[src/rtl/spi_wr_pkg.sv]
package spi_wr_pkg;
    typedef enum logic [1:0] {
        ST_IDLE  = 2'd0,
        ST_SHIFT = 2'd1,
        ST_TAIL  = 2'd2
    } spi_state_e;
endpackage

[src/rtl/spi_half_timer.sv]
module spi_half_timer #(
    parameter int HALF = 2
) (
    input  logic clk,
    input  logic rst,
    input  logic run,
    output logic tick
);
    localparam int CW = (HALF > 1) ? $clog2(HALF) : 1;

    logic [CW-1:0] cnt_d, cnt_q;

    always_comb begin
        tick  = run && (cnt_q == CW'(HALF - 1));
        cnt_d = (!run || tick) ? '0 : cnt_q + 1'b1;
    end

    always_ff @(posedge clk) begin
        if (rst) cnt_q <= '0;
        else     cnt_q <= cnt_d;
    end
endmodule

[src/rtl/spi_shift_out.sv]
module spi_shift_out #(
    parameter int W = 8
) (
    input  logic         clk,
    input  logic         rst,
    input  logic         load,
    input  logic [W-1:0] load_word,
    input  logic         advance,
    output logic         msb
);
    logic [W-1:0] sr_d, sr_q;

    generate
        if (W == 1) begin : g_single
            always_comb sr_d = load ? load_word : sr_q;
        end else begin : g_multi
            always_comb begin
                if (load)         sr_d = load_word;
                else if (advance) sr_d = {sr_q[W-2:0], 1'b0};
                else              sr_d = sr_q;
            end
        end
    endgenerate

    always_ff @(posedge clk) begin
        if (rst) sr_q <= '0;
        else     sr_q <= sr_d;
    end

    assign msb = sr_q[W-1];
endmodule

[src/rtl/spi_write_ctrl.sv]
module spi_write_ctrl
    import spi_wr_pkg::*;
#(
    parameter int DATA_WIDTH      = 8,
    parameter int DATA_CLK_PERIOD = 4
) (
    input  logic                  clk,
    input  logic                  rst,
    input  logic                  start_i,
    input  logic [DATA_WIDTH-1:0] word_i,
    output logic                  busy_o,
    output logic                  cs_n_o,
    output logic                  sclk_o,
    output logic                  mosi_o
);
    localparam int HALF = DATA_CLK_PERIOD / 2;
    localparam int BCW  = $clog2(DATA_WIDTH + 1);

    typedef struct packed {
        spi_state_e     state;
        logic           cs_n;
        logic           sclk;
        logic [BCW-1:0] bits;
    } ctrl_t;

    ctrl_t q, d;
    logic  tick, load, advance, msb, run;

    assign run = (q.state == ST_SHIFT);

    spi_half_timer #(.HALF(HALF)) u_timer (
        .clk (clk),
        .rst (rst),
        .run (run),
        .tick(tick)
    );

    spi_shift_out #(.W(DATA_WIDTH)) u_shift (
        .clk      (clk),
        .rst      (rst),
        .load     (load),
        .load_word(word_i),
        .advance  (advance),
        .msb      (msb)
    );

    always_comb begin
        d       = q;
        load    = 1'b0;
        advance = 1'b0;
        case (q.state)
            ST_IDLE: begin
                if (start_i) begin
                    d.state = ST_SHIFT;
                    d.cs_n  = 1'b0;
                    d.sclk  = 1'b0;
                    d.bits  = '0;
                    load    = 1'b1;
                end
            end
            ST_SHIFT: begin
                if (tick) begin
                    if (!q.sclk) begin
                        d.sclk = 1'b1;
                    end else begin
                        d.sclk  = 1'b0;
                        advance = 1'b1;
                        if (q.bits == BCW'(DATA_WIDTH - 1)) begin
                            d.state = ST_TAIL;
                            d.cs_n  = 1'b1;
                        end else begin
                            d.bits = q.bits + 1'b1;
                        end
                    end
                end
            end
            ST_TAIL: d.state = ST_IDLE;
            default: d.state = ST_IDLE;
        endcase
    end

    always_ff @(posedge clk) begin
        if (rst) q <= '{state: ST_IDLE, cs_n: 1'b1, sclk: 1'b0, bits: '0};
        else     q <= d;
    end

    assign busy_o = (q.state != ST_IDLE);
    assign cs_n_o = q.cs_n;
    assign sclk_o = q.sclk;
    assign mosi_o = run ? msb : 1'b0;
endmodule

[config.mk]
export PLATFORM = sky130hd
export DESIGN_NAME = spi_write_ctrl
export DESIGN_NICKNAME = d
export VERILOG_FILES = /design/src/rtl/spi_wr_pkg.sv /design/src/rtl/spi_half_timer.sv /design/src/rtl/spi_shift_out.sv /design/src/rtl/spi_write_ctrl.sv
export SDC_FILE = /design/constraint.sdc
export NUM_CORES = 1
export LEC_CHECK = 0
export BUFFER_PORTS_ARGS = -buffer_cell sky130_fd_sc_hd__buf_2
export CAP_MARGIN = 0
export CORE_UTILIZATION = 28
export DETAILED_ROUTE_END_ITERATION = 6
export PLACE_DENSITY_LB_ADDON = 0.3
export SETUP_SLACK_MARGIN = 0.4
export SLEW_MARGIN = 20
export SYNTH_ARGS = -nofsm -noshare
export SYNTH_HDL_FRONTEND = slang
export SYNTH_HIERARCHICAL = 1
export SYNTH_SLANG_ARGS = --single-unit
[constraint.sdc]
create_clock -name clk -period 2.1 [get_ports clk]
set_input_delay 0.42 -clock clk [delete_from_list [all_inputs] [get_ports clk]]
set_output_delay 0.42 -clock clk [all_outputs]
set_load 0.05 [all_outputs]
* Word level (Yosys, flattened, before mapping)
Index checks and enable logic that the tools add are counted.
** Word-level totals
- Logic and storage cells :: 44
- Bits in latches :: 0
- Bits in registers :: 17
- RAM bits :: 0
- Bits of input ports :: 11
- Memories :: 0
- Output and inout bits :: 4
- Memory bits (read-only) :: 0
** Cells by class
- Bitwise operators :: 0
- Multipliers :: 0
- Equality and inequality tests :: 7
- Reductions and logical operators :: 12
- Add/subtract/negate cells :: 2
- $lt $le $gt $ge :: 0
- Multiplexer cells :: 17
- Shifts and indexed selects :: 0
- Div/mod/pow operators :: 0
** Operator list (count)
- $mux 8 :: 4
- $pmux 6 s2 :: 1
- $reduce_and 5->1 :: 2
- $mux 4 :: 2
- $ne 2x2->1 const B :: 4
- $mux 1 :: 7
- $mux 3 :: 2
- $reduce_bool 2->1 :: 3
- $add 4x1->4 const B :: 1
- $eq 4x3->1 const B :: 1
- $pmux 2 s2 :: 1
- $reduce_and 4->1 :: 1
- $reduce_and 3->1 :: 1
- $eq 2x1->1 const B :: 1
- $logic_not 2->1 :: 1
- $ne 2x1->1 const B :: 1
- $reduce_or 2->1 :: 1
- $add 1x1->1 const B :: 1
- $logic_and 1x1->1 :: 1
- $logic_not 1->1 :: 1
- $logic_or 1x1->1 :: 1

* Longest topological paths before layout
- Word-level depth :: 6
- Mapped depth :: 7
- Gate-level depth less buffers :: 6

* By module
The synthesis kept the hierarchy.
** By module, submodules not included
- spi_write_ctrl :: instances 1, cells each 44, seq. area each 160.2 um^2, area an instance 406.6 um^2
- spi_shift_out :: instances 1, cells each 35, seq. area each 160.2 um^2, area an instance 369.1 um^2
- spi_half_timer :: instances 1, cells each 3, seq. area each 20.0 um^2, area an instance 40.0 um^2

* Worst setup path before layout
OpenSTA, ideal clock, no wires.
- Path kind :: register to register
- Start :: register q[6] in the netlist's numbering
- End :: register u_shift.sr_q[1]
- Required time :: 1.973 ns
- Setup time :: 0.127 ns
- Cell stages (with the launch flop) :: 8
- Clock period less this slack :: 1.716 ns
- Path buffers :: 1
- Data arrival time :: 1.589 ns
- Slack :: 0.384 ns
- Cells stage by stage :: dfxtp_1 -> nor2b_1 -> and2_2 -> nand4b_1 -> inv_1 -> buf_6 -> mux2i_1 -> a211oi_1
** Between the ends
- Word-level cells in the longest chain between the ends :: 5
- Elaborated cells between the ends (all ways) :: 8
- Classes of those cells :: 1 x eq/ne; 4 x mux; 3 x reduce/logical
** RTL lines
- start, declared :: line spi_write_ctrl.sv:26 : ctrl_t q, d;
- start signal, assigned :: line spi_write_ctrl.sv:83 : if (rst) q <= '{state: ST_IDLE, cs_n: 1'b1, sclk: 1'b0, bits: '0};
- $eq 2x1->1 :: line spi_write_ctrl.sv:29 : assign run = (q.state == ST_SHIFT);
- $logic_and 1x1->1 :: line spi_half_timer.sv:14 : tick = run && (cnt_q == CW'(HALF - 1));
- via tick :: line spi_write_ctrl.sv:27 : logic tick, load, advance, msb, run;
- $mux 1 :: line spi_write_ctrl.sv:62 : if (tick) begin
- $mux 1 :: line spi_write_ctrl.sv:51 : case (q.state)
- via advance :: line spi_write_ctrl.sv:27
- $reduce_bool 2->1 (no line)
- end signal, assigned :: line spi_shift_out.sv:27 : else sr_q <= sr_d;
- end, declared :: line spi_shift_out.sv:11 : logic [W-1:0] sr_d, sr_q;
The timed path passes the listed nets, and every way through them passes these cells.
A chain may end at the register's enable or synchronous reset.

* Worst setup path in the final report
- Start :: register q[6] in the netlist's numbering
- End :: output port mosi_o
** Between the ends
- Word-level cells in the longest chain between the ends :: 2
** RTL lines
- $eq 2x1->1 :: line spi_write_ctrl.sv:29
- $mux 1 :: line spi_write_ctrl.sv:90 : assign mosi_o = run ? msb : 1'b0;
- end, declared :: line spi_write_ctrl.sv:14 : output logic mosi_o
No other way between the ends.

==> impl_results.md <==
- WP data required: 1.68 ns
- Share of layout cells above drive strength 1: 0.346
- Max-slew headroom: 0.773
- First-pass GRT wire length: slightly above 3000 microns
- Pin count of the biggest net entering global routing: 18
- Setup CP Type: reg -> out
- Hold crit path type: in -> reg
- Setup Skew: approximately 0.005 ns
- Distinct cells, synth: 32
- Final worst path period share: 0.779
- Crit path buffers/inverters: 1
- Static leakage: 0.399 nW
- Max incr delay on CP: 0.39 ns
- Compound-Gate Fraction of Synth Area: 0.169
- Cell Pwr Density: approximately 620 nW/um^2
- DR WL/cell: roughly 14 microns
- Fillers: 295
- GRT Residual Overflow: 0
- CP startpoint kind: flip-flop
- Antenna diodes: 0
- Worst-Margin Slew: 0.341 ns
- CP Capture Type: output port
- Synth top area cells: dfxtp_1, mux2i_1, a211oi_1
- GRT Util Overall: 0.126
- Drt drc: 0
- Max stage delay cell, worst path: dfxtp_4
- Die area: 3130 sq um
- Vias per cell: 5.21
- Die Y: between 50 and 60 microns
- Post-route ant nets: 0
- Slew Limit Fails: 0
- Register area share after synthesis: 0.417
- Syn avg cell area: 9.95 sq um
- CTS tree: yes
- Synth Area in Simple Gates: 0.241
- Mux cell area share after synthesis: 0.0982
- Syn. warnings: 6
- Area Growth Syn to Fin: 23.8%
- Die extent in x: 56.0 microns
- Unrepaired setup endpoints after global routing: no
- Placed cells: 125
- CP top delay family: flip-flops
- Critical-path cell list: nor2b_4 > and2_1 > buf_4
- Max Fclk: 611 MHz
- Initial antenna violation count: 0
- CTS root buf: clkbuf_4
- Syn nets: 94
- Max Cap Violations: 0
- Syn Std Cell Area: 816 sq um
- Max Root-Sink Buffers: 2
- Routed WL: 1830 microns
- H-tree Lvls: 1
- Core area: 2760 sq um
- Final Cell Area: 1010 sq um
- Cell accounting for the most synthesized area: dfxtp_1
- Adder-cell area share of the yosys netlist: 0.0153
- Initial Utilization: 0.296
- Status: finished, final reports clean
- First-pass DRT Iterations: 6
- Crit path DAT: 1.22 ns
- Site row count: 19
- Share of the synthesized area in the top cell type: 0.417
- Xor/xnor cell area share of the yosys netlist: 0.0107
- Number of CTS-inserted buffers: 3
- Final count of negative-setup-slack endpoints: 0
- Critical path peak fanout: 8
- Clock period minus worst slack: 1.64 ns
- Syn Inst Count: 82
- Clock Latency Late Sink: around 0.29 ns
- GPL Wtd Cong: 0.813
- Final Util: 0.366
- Final non-filler cell total: 135
- VDD IR max: between 0.4 and 0.5 mV
- Dpl cell area: between 900 and 1000 sq um
- Final hold vios: 0
- Main combinational cell family by area after synthesis: simple AND/OR/NAND/NOR gates
- Synth Register Bits: 17
- Port bufs: 14
- Vias: between 700 and 800
- Post-route setup TNS: 0 ns
- Nets@finish: 117
- Clock-pin slew on the worst setup and hold paths: 0.10 ns
- TritonCTS sink count: 17
- Number of global-route vias before repair: 663
- Ports: 15
- Iteration-0 DRC Markers: 10
## registers in the layout (all words and copies together) (netlist names)
| register | count |
|---|---|
| sclk_o | 1 |
| u_shift/sr_q | 8 |
| cs_n_o | 1 |
| q | 6 |
| u_timer/cnt_q | 1 |
## per-layer routing
layer / global-route usage / share of wire / wire [microns]
met5: 0 / 0 / 0
met4: 0.0488 / 0.016 / 29
met3: 0.0558 / 0.056 / 103
met1: 0.156 / 0.48 / 881
met2: 0.190 / 0.45 / 816
## worst min-delay path, stage by stage
cell and delay [ns]:
buf_2 0.09, nand2_1 0.06, a21oi_1 0.05
## timing repair
item                                    in CTS  in global routing
cloned                                       0                  0
hold buffers                                 0                  0
resized for setup                            4                  6
pin swaps                                    1                  1
setup buffers                                1                  5
endpoints found under the setup margin      11                 11
## cell usage after synthesis (all sizes together)
cell / count
dfxtp: 17
nor2b: 9
a211oi: 8
mux2i: 8
a21oi: 4
inv: 4
nand2: 3
and2: 2
nand3: 2
nand3b: 2
nor3: 2
nor3b: 2
nor4b: 2
or3b: 2
a21o: 1
a22o: 1
a31o: 1
a32o: 1
a41o: 1
and2b: 1
buf: 1
clkbuf: 1
clkdlybuf4s18: 1
ha: 1
nand4b: 1
o21ai: 1
o21bai: 1
or2: 1
xor2: 1
## per-stage QoR
| step | power (mW) | worst slack [ns] | hold slack [ns] |
|---|---|---|---|
| finish | 0.627 | 0.463 | 0.365 |
| CTS | 0.630 | 0.405 | 0.362 |
| floorplan | 0.421 | 0.455 | 0.400 |
| global placement | 0.446 | 0.273 | 0.432 |
| global route | 0.664 | 0.397 | 0.350 |
| detailed placement | 0.446 | 0.187 | 0.423 |
## layout make-up
| class | instances | area, sq um | area share |
|---|---|---|---|
| Tap cell | 31 | 38.8 | 0.0384 |
| Inverter | 4 | 18.8 | 0.0186 |
| Clock inverter | 1 | 5.00 | 0.00496 |
| Multi-Input combinational cell | 58 | 450 | 0.446 |
| Sequential cell | 17 | 345 | 0.342 |
| Timing Repair Buffer | 21 | 129 | 0.128 |
| Clock buffer | 3 | 22.5 | 0.0223 |
## placed cells by master, fill, tap and decap left out, types with 2 or more instances in the layout
| cell | synthesis | routed |
|---|---|---|
| dfxtp_1 | 17 | 15 |
| clkbuf_4 | 0 | 3 |
| a211oi_1 | 8 | 8 |
| inv_1 | 4 | 2 |
| nand3_1 | 2 | 2 |
| buf_2 | 0 | 13 |
| nor3_1 | 2 | 2 |
| buf_4 | 0 | 7 |
| nand2_1 | 3 | 3 |
| nand3b_1 | 2 | 2 |
| nor2b_1 | 9 | 8 |
| a21oi_1 | 4 | 4 |
| mux2i_1 | 8 | 8 |
## report_power, final
group | total [mW] | switching (mW) | internal [mW] | leakage, nW
clock | 0.176 | 0.105 | 0.0710 | 0.0177
combinational | 0.101 | 0.0554 | 0.0459 | 0.241
sequential | 0.350 | 0.0105 | 0.339 | 0.141
## path summary, 6_finish.rpt
path            startpoint              end  slack (ns)  cells after the start
max                   q[6]           mosi_o        0.46                      3
min              word_i[0]  u_shift/sr_q[0]        0.37                      3
max reg2reg           q[6]             q[3]        0.47                      6
min reg2reg  u_timer/cnt_q    u_timer/cnt_q        0.44                      1
## kinds of logic (layout without fill, tap and decap cells)
kind of cell	Yosys count	after routing
XOR/XNOR	1	1
adder cells (fa/ha/maj)	1	1
AND/OR/NAND/NOR	29	29
flip-flops	17	17
AO/OA/AOI/OAI	19	19
buffers and inverters	7	29
multiplexers	8	8
(Power assumes the default switching activity.)
